## config.mk

```make
export PLATFORM = sky130hd
export DESIGN_NAME = imp_cal_ctrl
export DESIGN_NICKNAME = d
export VERILOG_FILES = /design/src/rtl/imp_cal_ctrl.sv
export SDC_FILE = /design/constraint.sdc
export NUM_CORES = 1
export LEC_CHECK = 0
export ABC_AREA = 1
export BUFFER_PORTS_ARGS = -buffer_cell sky130_fd_sc_hd__buf_2
export CORE_MARGIN = 10
export CORE_UTILIZATION = 25
export CTS_BUF_LIST = sky130_fd_sc_hd__clkbuf_2
export CTS_CLUSTER_DIAMETER = 150
export DETAILED_ROUTE_END_ITERATION = 10
export PLACE_DENSITY = 0.38
export SLEW_MARGIN = 20
export SYNTH_ARGS = -nofsm -noshare
export SYNTH_HDL_FRONTEND = slang
export SYNTH_SLANG_ARGS = --single-unit
```

## constraint.sdc

```tcl
create_clock -name clk -period 2 [get_ports clk]
set_input_delay 0.4 -clock clk [delete_from_list [all_inputs] [get_ports clk]]
set_output_delay 0.4 -clock clk [all_outputs]
set_load 0.02 [all_outputs]
```

## src/rtl/imp_cal_ctrl.sv

```systemverilog
module imp_cal_ctrl #(
  parameter int CODE_W        = 5,
  parameter int EVAL_CYCLES   = 64,
  parameter int WARMUP_CYCLES = 2048
) (
  input  logic              clk,
  input  logic              rst,
  input  logic              cmp_up,
  input  logic              out_hiz,
  output logic [CODE_W-1:0] drv_code,
  output logic              calibrated
);
  localparam int EW = $clog2(EVAL_CYCLES);
  localparam int WW = $clog2(WARMUP_CYCLES + 1);
  localparam logic [CODE_W-1:0] CODE_MID = CODE_W'(1) << (CODE_W - 1);
  localparam logic [CODE_W-1:0] CODE_TOP = '1;
  localparam logic [EW-1:0]     EVAL_LAST = EW'(EVAL_CYCLES - 1);
  localparam logic [WW-1:0]     WARM_END  = WW'(WARMUP_CYCLES);

  logic [EW-1:0]     eval_cnt;
  logic [WW-1:0]     warm_cnt;
  logic [CODE_W-1:0] work_code;
  logic              hiz_q;

  wire eval_tick = (eval_cnt == EVAL_LAST);
  wire warm_done = (warm_cnt == WARM_END);
  wire hiz_entry = out_hiz & ~hiz_q;

  always_ff @(posedge clk) begin
    if (rst) begin
      eval_cnt   <= '0;
      warm_cnt   <= '0;
      work_code  <= CODE_MID;
      drv_code   <= CODE_MID;
      hiz_q      <= 1'b0;
      calibrated <= 1'b0;
    end else begin
      hiz_q    <= out_hiz;
      eval_cnt <= eval_tick ? '0 : eval_cnt + 1'b1;
      if (!warm_done) warm_cnt <= warm_cnt + 1'b1;
      if (eval_tick) begin
        if (cmp_up && work_code != CODE_TOP)  work_code <= work_code + 1'b1;
        else if (!cmp_up && work_code != '0)  work_code <= work_code - 1'b1;
      end
      if (out_hiz) drv_code <= work_code;
      if (hiz_entry && warm_done) calibrated <= 1'b1;
    end
  end

  assert_work_step_R2: assert property (@(posedge clk) disable iff (rst)
    (work_code != $past(work_code)) |-> ($past(eval_tick) &&
      (work_code == $past(work_code) + 1'b1 || work_code == $past(work_code) - 1'b1)));

  assert_saturate_top_R4: assert property (@(posedge clk) disable iff (rst)
    ($past(work_code) == CODE_TOP && $past(cmp_up)) |-> (work_code == CODE_TOP));

  assert_saturate_bottom_R4: assert property (@(posedge clk) disable iff (rst)
    ($past(work_code) == '0 && !$past(cmp_up)) |-> (work_code == '0));

  assert_drive_frozen_R5: assert property (@(posedge clk) disable iff (rst)
    (drv_code != $past(drv_code)) |-> $past(out_hiz));

  assert_cal_entry_R7: assert property (@(posedge clk) disable iff (rst)
    $rose(calibrated) |-> ($past(warm_done) && $past(out_hiz) && !$past(hiz_q)));

  assert_cal_sticky_R7: assert property (@(posedge clk) disable iff (rst)
    $past(calibrated) |-> calibrated);
endmodule

```

* Word level (Yosys, flattened, before mapping)
Index checks and enable logic that the tools add are counted.
** Word-level totals
- Flip-flop bits (word level) :: 30
- Output and inout bits :: 6
- Word-level logic and storage cells :: 25
** Operators by class
- Add/subtract/negate cells :: 4
- Equal/unequal tests :: 3
- Muxes and demuxes :: 2
- Bitwise gates (word level) :: 2
- Reduce and logical (&&, ||, !) cells :: 8
** Operators by type and width (number)
- $add 12x1->12 const B :: 1
- $eq 12x12->1 const B :: 1
- $mux 5 :: 2
- $add 6x1->6 const B :: 1
- $eq 6x6->1 const B :: 1
- $add 5x1->5 const B :: 1
- $ne 5x5->1 const B :: 1
- $reduce_bool 5->1 :: 1
- $sub 5x1->5 const B :: 1
- $logic_and 1x1->1 :: 3
- $reduce_and 2->1 :: 1
- $reduce_bool 2->1 :: 1
- $reduce_or 2->1 :: 1
- $and 1x1->1 :: 1
- $logic_not 1->1 :: 1
- $not 1->1 :: 1

* Depth between registers and ports, before layout
- Depth after elaboration :: 4
- Mapped depth :: 13

* Worst setup path before layout
OpenSTA, ideal clock, no wires.
- Kind :: reg2reg
- From :: register work_code[2]
- To :: register work_code[4]
- Arrival :: 1556 ps
- Required time :: 1878 ps
- Path slack :: 322 ps
- Stages on the path, launching flop included :: 13
- Cell sequence :: dfxtp_1 > nand2_1 > nor2_2 > nand2_1 > nand2_1 > inv_1 > fa_1 > nor2_1 > nor2_1 > nand3_1 > nand2_1 > nand2_1 > nand3_1
** Between the ends
- Longest elaborated chain between the ends :: 4
- Elaborated cells on any way between the ends :: 10
- Classes of those cells :: 2 x add/sub; 1 x eq/ne; 2 x mux; 5 x reduce/logical
** RTL lines
- from (decl) :: RTL line 22 : logic [CODE_W-1:0] work_code;
- from (signal assigned) :: RTL line 42 : if (cmp_up && work_code != CODE_TOP) work_code <= work_code + 1'b1;
- from (signal assigned) :: RTL line 43 : else if (!cmp_up && work_code != '0) work_code <= work_code - 1'b1;
- parallel branches: the longest is 4 deep, another holds $sub 5x1->5
Several ways; the timed one is not identified. The select of a mux whose other input is x is not followed.
A chain may end at the register's enable or synchronous reset.

* Final worst setup path
- From :: register work_code[3]
- To :: register work_code[4]
Same word-level chain as after synthesis.

==> results.md <==
* Tot GR Track Use at about 7.3%
* Antenna diodes at 0
* Vias in the first global route at roughly 1300
* Final Hold Vio Count at 0
* Final setup viols at 0
* Largest family of logic cells by synthesized area: simple AND/OR/NAND/NOR gates
* Root buffer cell: clkbuf_2
* WL met2 at 1432 um
* Largest net degree at the start of global routing at 15
* Routed Antenna Nets at 0
* Syn avg cell area at 7.706 um2
* Crit Path Category: register to register
* Leakage at 0.6667 nW
* Post-synth net total at approximately 210
* Die area at 9512 um2
* Worst Path Arrival at 2.02 ns
* Row Count at 28
* Area Overhead vs Synth at 11.66%
* 1st-pass router iterations at 4
* Die Span Y at roughly 100 um
* I/O Pins at 10
* Asr flop ratio synth at 0%
* Final WL at between 3000 and 4000 um
* Slew @ Worst Pin at between 0.3 and 0.4 ns
* First-pass GRT wire length at between 5000 and 6000 um
* Post-synthesis mux area share at 0%
* Worst Path Max Fanout at 5
* Core area at between 5000 and 6000 um2
* Commonest non-fill, non-tap cells in the layout: nand2_1, dfxtp_1, inv_1
* CTS Buf Count at 5
* Iter 0 DRT Violations at 30
* EDFF count, synth at 0
* WL met3 at 97 um
* Total Neg Setup Slack at 0 ns
* Post-layout min period at 1.765 ns
* FF+latch count, synth at 30
* Max clock buf depth at 2
* Clock Sinks at 30
* Worst setup startpoint: work_code[3]$_SDFFE_PP0P_
* H-tree depth at 2
* Synth Area in Compound Gates at between 10% and 20%
* Initial core utilization at about a quarter
* # fillers at roughly 650
* HP Class: input port to register
* Maxcap violations at 0
* Worst skew pair latency at roughly 0.35 ns
* Synth area leaders: dfxtp_1, nand2_1, inv_1
* Final period util at between 80% and 90%
* Max Clk Rate at roughly 570 MHz
* Adder-cell share of the synthesized area at between 7 and 8%
* Largest area contributor in the netlist: dfxtp_1
* Setup crit start kind: register
* Cell area after synthesis at around 1500 um2
* Critical Path RT at between 2 and 2.5 ns
* Worst r2r src: work_code[3]$_SDFFE_PP0P_
* Reg2reg path depth at 12
* Leading cell type in the layout, fill and taps excluded: nand2_1
* Placed Instances at approximately 280
* Vias per inst at 4.333
* Clock skew at about 0.015 ns
* Status: completed
* Post-synth top area share at between 30% and 40%
* RSZ-0062 raised after global routing: no
* Critical Path End: work_code[4]$_SDFFE_PP1P_
* CTS hold repair buffers at 0
* Rel. slew slack at around 74%
* Count of cell types in the netlist at 29
* Post-DR wirelength/cell at between 10 and 15 um
* PD cells at 584.0 nW/um2
* Setup slack, reg-to-reg at about 0.23 ns
* FF/Latch Area at between 600 and 700 um2
* Clock transition at the registers of the reported paths at 0.16 ns
* CTS tree: built
* Die Wd at 97.53 um
* Layout Cells excl Fill at 285
* Crit Reg-Reg Endpoint: work_code[4]$_SDFFE_PP1P_
* Sequential area share after synthesis at 39.97%
* Initial antenna violation count at 0
* Top Metal Used: met4
* Area taken by multi-input logic gates at 778.2 um2
* Port bufs at 9
* Synth Flop Type: dfxtp_1
* Synthesis warning total at 0
* Post-Syn Instances at ~200
* Slew Viols, Final at 0
* Post-Synth Simple-Gate Area at 29.23%
* Metal1 wirelength at about 1500 um
* XOR/XNOR share of the synthesized area at 2.331%
* Post-DP HPWL at 2372 um
* Via count at about 1200
* # DRC at 0
* Worst setup EP type: register
* Global placement routability congestion at between 0.7 and 0.8
* Final net count at around 220
* Layout cells sized above 1 at 20.00%
* Grt ovf at 0
* Peak supply drop at about 0.23 mV
[per-stage QoR]
| step | hold slack (ns) | setup slack, ns | area, um2 | utilization [%] | total power, mW |
|---|---|---|---|---|---|
| 2_1_floorplan | 0.4175 | 0.3216 | 1503 | - | 0.6991 |
| 3_3_place_gp | 0.4349 | 0.1695 | 1648 | 28.00 | 0.7272 |
| 3_5_place_dp | 0.4394 | 0.1663 | 1648 | 28.00 | 0.7244 |
| 4_1_cts | 0.2830 | 0.1625 | 1677 | 28.49 | 1.010 |
| 5_1_grt | 0.2979 | 0.03969 | 1678 | 28.51 | 1.046 |
| 6_report | 0.3141 | 0.2348 | 1678 | 28.51 | 0.9799 |
[layout make-up]
type | count | share of cell area [%]
clock buffers | 5 | 1.491
flip-flops and latches | 30 | 35.87
repair buffers | 11 | 3.579
multi-input cells | 133 | 46.38
inverters | 30 | 6.861
clock inverters | 1 | 0.2237
well taps | 75 | 5.593
[critical path, cell delays in order (launching register included)]
cell and delay (ns):
dfxtp_2 0.39, nand2_1 0.07, nor2_2 0.14, nand2_1 0.06
nand2_1 0.14, inv_1 0.07, fa_1 0.40, nor2_1 0.12
nor2_1 0.06, nand3_1 0.07, nand2_1 0.05, nand2_1 0.05
nand3_1 0.05
[kinds of logic (layout without fill, tap and decap cells)]
family | count (synthesis) | count (layout)
compound gates | 35 | 35
xor+xnor | 4 | 4
fa+ha+maj | 8 | 8
buf+inv | 32 | 47
flops | 30 | 30
simple gates | 86 | 86
[power by group]
group / switching [mW] / internal, mW
Sequential: 0.0108 / 0.614
Combinational: 0.0552 / 0.0292
Clock: 0.201 / 0.0696
[how the worst min path moves through the flow]
stage / from / endpoint / slack (ns) / cells after the start
global route: out_hiz / drv_code[2]$_SDFFE_PP0P_ / 0.30 / 2
detailed placement: eval_cnt[0]$_SDFF_PP0_ / eval_cnt[0]$_SDFF_PP0_ / 0.44 / 1
CTS: out_hiz / drv_code[2]$_SDFFE_PP0P_ / 0.28 / 2
finish: out_hiz / drv_code[2]$_SDFFE_PP0P_ / 0.31 / 2
global placement: eval_cnt[0]$_SDFF_PP0_ / eval_cnt[0]$_SDFF_PP0_ / 0.43 / 1
floorplan: eval_cnt[0]$_SDFF_PP0_ / eval_cnt[0]$_SDFF_PP0_ / 0.42 / 1
[state kept, by name (all words and copies together) (netlist names)]
| register | cells |
|---|---|
| warm_cnt | 12 |
| work_code | 5 |
| hiz_q | 1 |
| eval_cnt | 6 |
| drv_code | 5 |
| calibrated | 1 |
[Yosys cell counts (2+ instances only)]
| cell | n |
|---|---|
| a21oi_1 | 17 |
| a21oi_2 | 4 |
| dfxtp_1 | 30 |
| ha_1 | 7 |
| inv_1 | 26 |
| inv_2 | 3 |
| nand2_1 | 32 |
| nand2_2 | 5 |
| nand3_1 | 11 |
| nand3_2 | 3 |
| nand4_1 | 4 |
| nor2_1 | 18 |
| nor2_2 | 3 |
| nor3_1 | 3 |
| nor3_2 | 2 |
| nor3_4 | 2 |
| o21ai_0 | 11 |
| xnor2_1 | 2 |
| xor2_1 | 2 |
[timing repair]
item / in CTS / in global routing
resized for setup: 0 / 1
endpoints found under the setup margin: 0 / 1
setup buffers: 0 / 0
hold endpoints to repair: 0 / 0
[metal layers]
layer  GRT usage (%)  vias to the layer above
li1                -                      663
met1           8.644                      551
met2           11.70                       13
met3           2.489                        8
met4           3.020                        0
met5               0                        -
(Power assumes the default switching activity.)
